**src/rtl/btb_pkg.sv**
```systemverilog
package btb_pkg;

    parameter int ADDR_W  = 32;
    parameter int IDX_W   = 4;
    parameter int OFF_W   = 2;
    localparam int ENTRIES = 1 << IDX_W;
    localparam int TAG_W   = ADDR_W - IDX_W - OFF_W;
    localparam logic [ADDR_W-1:0] SEQ_STEP = ADDR_W'(4);

    typedef enum logic [1:0] {
        CTR_STRONG_NT = 2'd0,
        CTR_WEAK_NT   = 2'd1,
        CTR_WEAK_T    = 2'd2,
        CTR_STRONG_T  = 2'd3
    } ctr_e;

    typedef struct packed {
        logic              vld;
        logic [TAG_W-1:0]  tag;
        logic [ADDR_W-1:0] tgt;
        ctr_e              ctr;
    } slot_t;

    typedef struct packed {
        logic             en;
        logic [IDX_W-1:0] idx;
        slot_t            data;
    } slot_wr_t;

    function automatic logic [IDX_W-1:0] pc_index(input logic [ADDR_W-1:0] pc);
        return pc[OFF_W +: IDX_W];
    endfunction

    function automatic logic [TAG_W-1:0] pc_tag(input logic [ADDR_W-1:0] pc);
        return pc[ADDR_W-1 -: TAG_W];
    endfunction

    function automatic logic ctr_says_taken(input ctr_e c);
        return (c == CTR_WEAK_T) || (c == CTR_STRONG_T);
    endfunction

    function automatic ctr_e ctr_step(input ctr_e c, input logic taken);
        ctr_e r;
        r = c;
        if (taken) begin
            if (c != CTR_STRONG_T) r = ctr_e'(c + 2'd1);
        end else begin
            if (c != CTR_STRONG_NT) r = ctr_e'(c - 2'd1);
        end
        return r;
    endfunction

endpackage

```
**src/rtl/btb_store.sv**
```systemverilog
module btb_store
    import btb_pkg::*;
(
    input  logic             clk,
    input  logic             rst,
    input  logic [IDX_W-1:0] rd_a_idx,
    output slot_t            rd_a,
    input  logic [IDX_W-1:0] rd_b_idx,
    output slot_t            rd_b,
    input  slot_wr_t         wr
);

    slot_t slots [ENTRIES];

    for (genvar e = 0; e < ENTRIES; e++) begin : g_slot
        always_ff @(posedge clk) begin
            if (rst) begin
                slots[e].vld <= 1'b0;
            end else if (wr.en && (wr.idx == IDX_W'(e))) begin
                slots[e] <= wr.data;
            end
        end
    end

    always_comb begin
        rd_a = slots[rd_a_idx];
        rd_b = slots[rd_b_idx];
    end

endmodule

```
**src/rtl/btb_lookup.sv**
```systemverilog
module btb_lookup
    import btb_pkg::*;
(
    input  logic [ADDR_W-1:0] fetch_pc,
    input  slot_t             slot,
    output logic              hit,
    output logic              taken,
    output logic [ADDR_W-1:0] next_pc
);

    logic [ADDR_W-1:0] seq_pc;

    always_comb begin
        seq_pc  = fetch_pc + SEQ_STEP;
        hit     = slot.vld && (slot.tag == pc_tag(fetch_pc));
        taken   = hit && ctr_says_taken(slot.ctr);
        next_pc = taken ? slot.tgt : seq_pc;
    end

endmodule

```
**src/rtl/btb_update.sv**
```systemverilog
module btb_update
    import btb_pkg::*;
(
    input  logic              upd_valid,
    input  logic [ADDR_W-1:0] upd_pc,
    input  logic              upd_taken,
    input  logic [ADDR_W-1:0] upd_target,
    input  slot_t             cur,
    output logic              upd_hit,
    output slot_wr_t          wr
);

    always_comb begin
        upd_hit      = cur.vld && (cur.tag == pc_tag(upd_pc));
        wr.en        = 1'b0;
        wr.idx       = pc_index(upd_pc);
        wr.data.vld  = 1'b1;
        wr.data.tag  = pc_tag(upd_pc);
        wr.data.tgt  = upd_target;
        wr.data.ctr  = CTR_STRONG_T;
        if (upd_valid) begin
            if (upd_hit) begin
                wr.en       = 1'b1;
                wr.data.ctr = ctr_step(cur.ctr, upd_taken);
                wr.data.tgt = upd_taken ? upd_target : cur.tgt;
            end else if (upd_taken) begin
                wr.en       = 1'b1;
            end
        end
    end

endmodule

```
**src/rtl/btb_predictor.sv**
```systemverilog
module btb_predictor
    import btb_pkg::*;
(
    input  logic              clk,
    input  logic              rst,
    input  logic [ADDR_W-1:0] fetch_pc,
    output logic              pred_hit,
    output logic              pred_taken,
    output logic [ADDR_W-1:0] pred_next_pc,
    input  logic              upd_valid,
    input  logic [ADDR_W-1:0] upd_pc,
    input  logic              upd_taken,
    input  logic [ADDR_W-1:0] upd_target
);

    slot_t    fetch_slot;
    slot_t    upd_slot;
    slot_wr_t wr_req;
    logic     upd_hit_w;
    ctr_e     upd_rd_ctr;

    assign upd_rd_ctr = upd_slot.ctr;

    btb_store i_store (
        .clk      (clk),
        .rst      (rst),
        .rd_a_idx (pc_index(fetch_pc)),
        .rd_a     (fetch_slot),
        .rd_b_idx (pc_index(upd_pc)),
        .rd_b     (upd_slot),
        .wr       (wr_req)
    );

    btb_lookup i_lookup (
        .fetch_pc (fetch_pc),
        .slot     (fetch_slot),
        .hit      (pred_hit),
        .taken    (pred_taken),
        .next_pc  (pred_next_pc)
    );

    btb_update i_update (
        .upd_valid  (upd_valid),
        .upd_pc     (upd_pc),
        .upd_taken  (upd_taken),
        .upd_target (upd_target),
        .cur        (upd_slot),
        .upd_hit    (upd_hit_w),
        .wr         (wr_req)
    );

endmodule

```
**config.mk**
```make
export PLATFORM = sky130hd
export DESIGN_NAME = btb_predictor
export DESIGN_NICKNAME = d
export VERILOG_FILES = /design/src/rtl/btb_pkg.sv /design/src/rtl/btb_store.sv /design/src/rtl/btb_lookup.sv /design/src/rtl/btb_update.sv /design/src/rtl/btb_predictor.sv
export SDC_FILE = /design/constraint.sdc
export NUM_CORES = 1
export LEC_CHECK = 0
export BUFFER_PORTS_ARGS = -buffer_cell sky130_fd_sc_hd__buf_4
export CAP_MARGIN = 20
export CORE_ASPECT_RATIO = 0.9
export CORE_MARGIN = 4
export CORE_UTILIZATION = 45
export CTS_CLUSTER_SIZE = 14
export DETAILED_ROUTE_END_ITERATION = 8
export PLACE_DENSITY = 0.69
export RECOVER_POWER = 100
export SYNTH_ARGS = -nofsm -noshare
export SYNTH_HDL_FRONTEND = slang
export SYNTH_HIERARCHICAL = 1
export SYNTH_SLANG_ARGS = --single-unit
export TNS_END_PERCENT = 100
```
**constraint.sdc**
```tcl
create_clock -name clk -period 25.9 [get_ports clk]
set_input_delay 5.18 -clock clk [delete_from_list [all_inputs] [get_ports clk]]
set_output_delay 5.18 -clock clk [all_outputs]
set_load 0.01 [all_outputs]
```
==> impl_metrics.csv <==
group,metric,value,unit
floorplan,die_area,108000,um2
drt,vias,25800,
synthesis,synthesis.nets,2433,
finish,largest_register_ffs,976,
global_routing,overflow,0,
floorplan,die_height,312,um
sta,grt_setup_unrepaired,"no",
global_routing,track_usage,0.239,
clocking,post_cts_resized,0,
sta,period_share,0.778,
power,leakagePower,16.0,nW
sta,fin_skew,28.9,ps
finish,layout.cells.non_filler,3852,
global_routing,antenna_found_initial,21,
worst_setup_path,reg2reg_to,"i_store/slots[15][5]",
worst_setup_path,critPathLaunchType,"primary input",
worst_setup_path,slowest_delay,3020,ps
global_routing,grt_pass1_vias,27200,
worst_setup_path,path_cells,"buf_8, clkbuf_1, clkbuf_1, buf_4, mux4_2, a22oi_1, nand2_1, xnor2_1, nand4_1, nor3_1, nand3_2, buf_4, mux2_1, buf_4",
worst_setup_path,cp_data_required_time,20720,ps
floorplan,core,102000,um2
clocking,cts_setup_buffers,0,
clocking,clock_latency,670,ps
placement,gp_congestion,0.809,
synthesis,synth_area,46300,um2
sta,finalSetupViolCount,0,
drt,first_iter_violations,3682,
power,powerDensity,67.0,nW/um2
sta,fin_tns_setup,0,ps
sta,drv_slew,255,
min_path,min_to,"i_store/slots[2][24]",
finish,top_regs,"i_store/slots (976)",
clocking,cts_tree,"built",
synthesis,yosysWarnings,6,
finish,nets,2515,
sta,finalHoldViolCount,0,
finish,final_area,51100,um2
worst_setup_path,crit_family,"buffers and inverters",
worst_setup_path,cp.arrival,14960,ps
global_routing,grt_max_degree,109,
floorplan,die_w,346,um
synthesis,synthesis.instances,2332,
finish,post-route-util,0.501,
finish,drive_gt1_frac,0.323,
sta,fmax,49.7,MHz
worst_setup_path,crit_top_cell,"buf_4",
finish,top_register,"i_store/slots",
clocking,root_buffer,"clkbuf_16",
worst_setup_path,cpMaxStageDelayCell,"clkbuf_1",
drt,drtAntennaViolNets,0,
placement,post-place-cells,3668,
clocking,cts_made_buffers,98,
worst_setup_path,r2r_slack,19800,ps
sta,worst_pin_slew,5080,ps
run_status,violations,"max-capacitance violations, max-slew violations",
clocking,clock_path_buffers,3,
min_path,holdPathStages,4,
drt,firstDrtPassIters,5,
drt,drt-wirelength-per-cell,33.9,um
synthesis,syn_area_per_cell,19.8,um2
job,cap_violations,6,
worst_setup_path,crit_buf_inv,6,
sta,slew_headroom,-2.39,
finish,syn2layout_area_growth,10.4,%
clocking,clock-sinks,976,
worst_setup_path,crit_path_max_fanout,63,
global_routing,grt_pass1_wl,188000,um
floorplan,io_pins,134,
sta,period_needed,20140,ps
drt,drc,0,
worst_setup_path,r2r_cells,12,
min_path,hold_start,"i_store/slots[4][24]",
worst_setup_path,reg2reg_from,"i_store/slots[11][53]",
placement,port_buffers,131,
placement,placed_area,48300,um2
worst_setup_path,path_class,"primary input to primary output",
floorplan,num_rows,111,
floorplan,initial_utilization,0.454,
finish,fillCellCount,8100,
clocking,cts.clk_slew.worst_paths,60,ps
worst_setup_path,cp-end-kind,"primary output",
run_status,status,"finished, violations left",
clocking,cts_hold_buffers,0,
drt,wl,131000,um
drt,via_per_inst,6.70,
placement,dp_hpwl,72300,um
min_path,min_path_type,"flip-flop to flip-flop",
power,ir_drop,56.9,uV
clocking,cts.htree.levels,3,
[area by class of cell]
cell class / instances / area (um2) / area share
Tap cell: 1356 / 1700 / 0.0332
Sequential cell: 976 / 29300 / 0.574
Clock buffer: 114 / 2550 / 0.0500
Clock inverter: 61 / 544 / 0.0107
Inverter: 7 / 26.3 / 0.000514
Multi-Input combinational cell: 1140 / 15600 / 0.305
Timing Repair Buffer: 191 / 1350 / 0.0264
Antenna cell: 7 / 17.5 / 0.000343
[worst register-to-register path, cell delays in order, from the launching register on]
cell and delay, ps:
edfxtp_1 400, mux4_2 480, a22oi_1 220, nand2_1 100
xnor2_1 320, nand4_1 320, nor4_2 750, and2_0 420
o21a_1 220, nand3_1 460, nor3_2 640, buf_4 500
buf_4 780
[cell usage in the layout (no fill, tap or decap), types with 18 or more instances in the layout]
| cell type | n |
|---|---|
| xnor2_1 | 72 |
| buf_4 | 150 |
| clkinv_2 | 18 |
| a22oi_1 | 242 |
| clkbuf_16 | 100 |
| clkbuf_1 | 50 |
| mux2_1 | 57 |
| mux4_2 | 484 |
| nor2_1 | 25 |
| nand2_1 | 130 |
| nand4_1 | 25 |
| clkinv_1 | 29 |
| edfxtp_1 | 976 |
[stage by stage]
stage | setup WS, ps | total power, mW | hold WS, ps
2_1_floorplan | 12980 | 1.98 | 950
3_3_place_gp | 9320 | 2.06 | 1010
3_5_place_dp | 9320 | 2.07 | 1030
4_1_cts | 9310 | 3.44 | 1050
5_1_grt | 4670 | 3.53 | 1360
6_report | 5760 | 3.42 | 1290
[report_power, final]
part,switching (mW),internal [mW],leakage [nW]
registers,0.00525,1.75,8.88
logic,0.160,0.118,5.64
clock network,0.598,0.793,1.52
[worst max path at each step]
stage           startpoint                   end  slack, ps  cells after the start
2_1_floorplan  fetch_pc[2]      pred_next_pc[10]      12980                     12
4_1_cts        fetch_pc[2]      pred_next_pc[18]       9310                     14
5_1_grt          upd_pc[2]  i_store/slots[15][5]       4670                     15
3_3_place_gp   fetch_pc[2]      pred_next_pc[18]       9320                     14
6_report       fetch_pc[2]      pred_next_pc[18]       5760                     14
3_5_place_dp   fetch_pc[2]      pred_next_pc[18]       9320                     14
[layer usage]
layer / GRT usage / vias to the layer above / wire [um]
met1: 0.336 / 13800 / 50100
met5: 0 / - / 95
li1: - / 10200 / -
met4: 0.0621 / 16 / 3160
met2: 0.372 / 1613 / 61600
met3: 0.0672 / 232 / 15600
Power figures use the tool's default switching activity.
